File: config.mk
export PLATFORM = sky130hd
export DESIGN_NAME = wallace_mult
export DESIGN_NICKNAME = d
export VERILOG_FILES = /design/src/rtl/wt_pkg.sv /design/src/rtl/wt_ppgen.sv /design/src/rtl/wt_csa.sv /design/src/rtl/wt_cla.sv /design/src/rtl/wallace_mult.sv
export SDC_FILE = /design/constraint.sdc
export NUM_CORES = 1
export LEC_CHECK = 0
export BUFFER_PORTS_ARGS = -buffer_cell sky130_fd_sc_hd__buf_2
export CORE_AREA = 2 2 59 61
export DETAILED_ROUTE_END_ITERATION = 10
export DIE_AREA = 0 0 61 63
export PLACE_DENSITY_LB_ADDON = 0.2
export SLEW_MARGIN = 20
export SYNTH_ARGS = -nofsm -noshare
export SYNTH_HDL_FRONTEND = slang
export SYNTH_SLANG_ARGS = --single-unit
File: constraint.sdc
create_clock -name vclk -period 11.5
set_input_delay 1.725 -clock vclk [all_inputs]
set_output_delay 1.725 -clock vclk [all_outputs]
set_load 0.02 [all_outputs]
File: src/rtl/wt_pkg.sv
package wt_pkg;

    // rows left after one 3:2 layer acting on r rows
    function automatic int rows_after(input int r);
        return 2 * (r / 3) + (r % 3);
    endfunction

    // rows entering layer l of a tree that starts with n rows
    function automatic int rows_at(input int n, input int l);
        int r;
        r = n;
        for (int i = 0; i < l; i++) r = rows_after(r);
        return r;
    endfunction

    // number of 3:2 layers needed to reach two rows
    function automatic int layer_count(input int n);
        int r;
        int c;
        r = n;
        c = 0;
        while (r > 2) begin
            r = rows_after(r);
            c++;
        end
        return c;
    endfunction

endpackage

File: src/rtl/wt_ppgen.sv
module wt_ppgen #(
    parameter int N = 8
) (
    input  logic [N-1:0]   a_i,
    input  logic [N-1:0]   b_i,
    output logic [2*N-1:0] rows_o [N]
);
    localparam int W2 = 2 * N;

    for (genvar i = 0; i < N; i++) begin : g_row
        logic [W2-1:0] gated;
        assign gated     = {{N{1'b0}}, a_i & {N{b_i[i]}}};
        assign rows_o[i] = gated << i;
    end
endmodule

File: src/rtl/wt_csa.sv
module wt_csa #(
    parameter int W = 16
) (
    input  logic [W-1:0] x_i,
    input  logic [W-1:0] y_i,
    input  logic [W-1:0] z_i,
    output logic [W-1:0] sum_o,
    output logic [W-1:0] cry_o
);
    // independent full adders; each carry lands one position higher
    assign sum_o    = x_i ^ y_i ^ z_i;
    assign cry_o[0] = 1'b0;
    for (genvar i = 1; i < W; i++) begin : g_fa
        assign cry_o[i] = (x_i[i-1] & y_i[i-1]) | (x_i[i-1] & z_i[i-1]) |
                          (y_i[i-1] & z_i[i-1]);
    end
endmodule

File: src/rtl/wt_cla.sv
module wt_cla #(
    parameter int W   = 16,
    parameter int GRP = 4
) (
    input  logic [W-1:0] x_i,
    input  logic [W-1:0] y_i,
    output logic [W-1:0] sum_o
);
    localparam int NGRP = (W + GRP - 1) / GRP;

    logic [W-1:0] prp;
    logic [W-2:0] gen;
    logic [W-1:0] cin;
    logic [NGRP-1:0] gcar;

    assign prp = x_i ^ y_i;
    assign gen = x_i[W-2:0] & y_i[W-2:0];

    always_comb begin
        // carry into each group from group generate/propagate terms
        gcar[0] = 1'b0;
        for (int k = 1; k < NGRP; k++) begin
            logic gg;
            logic gp;
            gg = 1'b0;
            gp = 1'b1;
            for (int j = (k - 1) * GRP; j < k * GRP; j++) begin
                gg = gen[j] | (prp[j] & gg);
                gp = gp & prp[j];
            end
            gcar[k] = gg | (gp & gcar[k-1]);
        end
        // carry into each bit as a sum of products within its group
        for (int i = 0; i < W; i++) begin
            int   base;
            logic acc;
            logic term;
            base = (i / GRP) * GRP;
            term = gcar[i / GRP];
            for (int m = base; m < i; m++) term = term & prp[m];
            acc = term;
            for (int m = base; m < i; m++) begin
                term = gen[m];
                for (int q = m + 1; q < i; q++) term = term & prp[q];
                acc = acc | term;
            end
            cin[i] = acc;
        end
    end

    assign sum_o = prp ^ cin;
endmodule

File: src/rtl/wallace_mult.sv
module wallace_mult
    import wt_pkg::*;
#(
    parameter int N = 8
) (
    input  logic [N-1:0]   a_i,
    input  logic [N-1:0]   b_i,
    output logic [2*N-1:0] prod_o
);
    localparam int W2     = 2 * N;
    localparam int LAYERS = layer_count(N);

    logic [W2-1:0] pp [N];
    logic [W2-1:0] fin_x;
    logic [W2-1:0] fin_y;

    wt_ppgen #(.N(N)) u_ppgen (
        .a_i    (a_i),
        .b_i    (b_i),
        .rows_o (pp)
    );

    for (genvar l = 0; l < LAYERS; l++) begin : g_lay
        localparam int RIN  = rows_at(N, l);
        localparam int ROUT = rows_at(N, l + 1);
        localparam int NG   = RIN / 3;
        logic [W2-1:0] din  [RIN];
        logic [W2-1:0] dout [ROUT];

        if (l == 0) begin : g_src_pp
            assign din = pp;
        end else begin : g_src_prev
            assign din = g_lay[l-1].dout;
        end

        for (genvar g = 0; g < NG; g++) begin : g_grp
            wt_csa #(.W(W2)) u_csa (
                .x_i   (din[3*g]),
                .y_i   (din[3*g+1]),
                .z_i   (din[3*g+2]),
                .sum_o (dout[2*g]),
                .cry_o (dout[2*g+1])
            );
        end
        for (genvar j = 0; j < RIN - 3 * NG; j++) begin : g_pass
            assign dout[2*NG+j] = din[3*NG+j];
        end
    end

    if (LAYERS == 0) begin : g_direct
        assign fin_x = pp[0];
        assign fin_y = pp[N-1];
    end else begin : g_tree
        assign fin_x = g_lay[LAYERS-1].dout[0];
        assign fin_y = g_lay[LAYERS-1].dout[1];
    end

    wt_cla #(.W(W2), .GRP(4)) u_cla (
        .x_i   (fin_x),
        .y_i   (fin_y),
        .sum_o (prod_o)
    );
endmodule

==> results.md <==
- Clock share of power: 0
- Initial antenna violation count: 0
- Transition time at the pin with the least slew margin: 469.3 ps
- Pre-Repair DR Iteration Count: 4
- Sw Ratio: 0.6021
- Synthesized cell area: 0.001818 sq mm
- Final instance area: 0.002036 sq mm
- Critical Path Slowest Stage Cell: sky130_fd_sc_hd__fa_1
- Post-CTS setup-driven buffer insertion count: 0
- Sequential cell area: 0 sq um
- Number of setup violations in the final report: 0
- Leakage power: 1.114 nW
- Global-route wire length before repair: 5.802 mm
- Post-route worst hold slack: 3888 ps
- Total Routing Usage GR: 0.1902
- Hold-fix buffers at CTS: 0
- Outcome: complete, no violations
- Number of cells in the finished layout apart from fillers: 274
- Mean instance size in the synthesized netlist: 9.275 sq um
- Rows: 21
- Total wire length after detailed routing: 3.181 mm
- Highest cell delay on the worst timing path: 540 ps
- Maximum frequency from static timing analysis: 126.1 MHz
- Fillers: 300
- Number of I/O pins: 32
- Number of max-cap violations: 0
- P per Cell Area: 150.8 mW/mm^2
- Worst IR drop on VDD: 0.0001545 V
- Routed wirelength normalized by instance count: 11.61 um
- Internal power consumption: 122.1 uW
- Combinational cell fraction of total power: 1.000
- Initial standard-cell utilization of the core: 0.5625
- Sum Neg Setup Slack: 0 ps
- Number of vias per cell: 4.777
- Post-synthesis sequential area ratio: 0
- DRC: 0
- Port-buffer cells: 32
- Global route overflow: 0
- Final critical-path share of the clock period: 0.6897
- Layout overhead on the synthesized area: 11.98%
- Cell seen most often among critical-path stages: sky130_fd_sc_hd__fa_1
- Required time worst endpoint: 9780 ps
- Number of distinct library cells after synthesis: 13
- Clkbuf count: 0
- Total core area: 0.003232 sq mm
- Post-cts sizing count: 0
- Full die area: 0.003843 sq mm
- Synth Net Count: 279
- Cells after synthesis: 196
- CP Max Fanout: 8
- Endpoint arrival time on the critical path: 6210 ps
- Sw power: 184.8 uW
- Relative slew margins: 0.6838
- Die height: 63 um
- DRC violation total after the first TritonRoute iteration: 34
- Net count of the finished layout: 313
- Hold Path Class: in2out
- Number of global-route vias before repair: 1,370
- Sequential cell fraction of total power: 0
- Min Clock Period, post-route: 7932 ps
- Maximum number of pins on one net before global-route repair: 9
- HPWL after detailed placement: 2.861 mm
- Antenna Cells: 0
- ANT nets after route: 0
- Number of slew-limit violations in the final report: 0
- FFs & Latches: 0
- Unrepaired setup endpoints after global routing: false
- Number of warnings issued by yosys: 0
- Count of final hold-check violations: 0
- Critical path class: in2out
- Worst path cell trace: buf_2, and2_1, fa_1, inv_1, fa_1, inv_1, fa_1, ha_1, ha_1, inv_1, fa_1, inv_1, fa_1, a21o_1, a21oi_1, o21ai_0, ha_1, o21a_1, nor2_2, xnor2_1, buf_2
- Total number of vias: 1,309
- Share of cells above drive strength 1: 0.1491
- Total instance count after detailed placement: 274
- Instance area after placement: 0.002036 sq mm
- Crit path capture type: output port
- Final RePlAce weighted congestion: 0.8302
- Die width: 61 um
- Sort of element at the start of the critical path: input port
==> power by group through the flow <==
stage | clock (mW) | sequential [mW] | combinational (mW)
3_5_place_dp | 0 | 0 | 0.313
4_1_cts | 0 | 0 | 0.314
3_3_place_gp | 0 | 0 | 0.308
2_1_floorplan | 0 | 0 | 0.237
6_report | 0 | 0 | 0.307
5_1_grt | 0 | 0 | 0.352
==> cells by family after synthesis <==
| group | share of synthesized area |
|---|---|
| AO/OA/AOI/OAI | 0.03441 |
| XOR/XNOR | 0.02891 |
| adder cells (fa/ha/maj) | 0.6346 |
| buffers and inverters | 0.09085 |
| AND/OR/NAND/NOR | 0.2113 |
==> synthesized netlist by cell type <==
cell type / n / area share
sky130_fd_sc_hd__inv_1: 44 / 0.091
sky130_fd_sc_hd__fa_1: 42 / 0.46
sky130_fd_sc_hd__o211ai_1: 2 / 0.0083
sky130_fd_sc_hd__a21o_1: 1 / 0.0041
sky130_fd_sc_hd__xnor2_1: 3 / 0.014
sky130_fd_sc_hd__o21ai_0: 1 / 0.0028
sky130_fd_sc_hd__nand2_1: 19 / 0.039
sky130_fd_sc_hd__and2_1: 48 / 0.17
sky130_fd_sc_hd__ha_1: 25 / 0.17
sky130_fd_sc_hd__a21oi_1: 4 / 0.011
sky130_fd_sc_hd__o21a_1: 2 / 0.0083
sky130_fd_sc_hd__nor2_2: 2 / 0.0069
sky130_fd_sc_hd__xor2_1: 3 / 0.014
==> critical path: cells and delay by family <==
kind	cells	cell delay (ps)
adders and majority gates	8	2850
AOI/OAI and AO/OA	4	710
buffers and inverters	6	530
and+or+nand+nor	2	280
xor gates and xnor gates	1	110
==> worst paths after layout <==
check,startpoint,cells past startpoint,end,slack (ps)
worst max-delay path,a_i[2],21,prod_o[14],3570
worst min-delay path,a_i[0],3,prod_o[0],3890
==> cells in the final DEF (no fill, tap or decap) <==
cell type | netlist | routed
sky130_fd_sc_hd__xnor2_1 | 3 | 3
sky130_fd_sc_hd__buf_2 | 0 | 32
sky130_fd_sc_hd__a21o_1 | 1 | 1
sky130_fd_sc_hd__fa_1 | 42 | 42
sky130_fd_sc_hd__nor2_2 | 2 | 2
sky130_fd_sc_hd__inv_1 | 44 | 44
sky130_fd_sc_hd__a21oi_1 | 4 | 4
sky130_fd_sc_hd__o211ai_1 | 2 | 2
sky130_fd_sc_hd__o21ai_0 | 1 | 1
sky130_fd_sc_hd__nand2_1 | 19 | 19
sky130_fd_sc_hd__and2_1 | 48 | 48
sky130_fd_sc_hd__o21a_1 | 2 | 2
sky130_fd_sc_hd__xor2_1 | 3 | 3
sky130_fd_sc_hd__ha_1 | 25 | 25
==> cell type report <==
| cell class | count | area [sq um] | area share |
|---|---|---|---|
| timing repair buffer | 32 | 160.2 | 0.07867 |
| inverter | 44 | 165.2 | 0.08113 |
| tap | 46 | 57.56 | 0.02827 |
| multi-input combinational | 152 | 1653 | 0.8119 |
==> layer usage <==
layer	share of wire	wire, um	global-route usage	vias up
li1	-	-	-	647
met1	0.49	1544	0.2878	640
met2	0.49	1573	0.3266	22
met3	0.020	63	0	0
met4	0	0	0	0
met5	0	0	0	-
==> through the flow <==
| stage | power (mW) | setup WS (ps) | utilization |
|---|---|---|---|
| 4_1_cts | 0.3142 | 3525 | 0.6299 |
| 2_1_floorplan | 0.2372 | 3955 | - |
| 5_1_grt | 0.3517 | 3269 | 0.6299 |
| 6_report | 0.3069 | 3568 | 0.6299 |
| 3_3_place_gp | 0.3076 | 3659 | 0.6299 |
| 3_5_place_dp | 0.3128 | 3525 | 0.6299 |
Power figures use the tool's default switching activity.
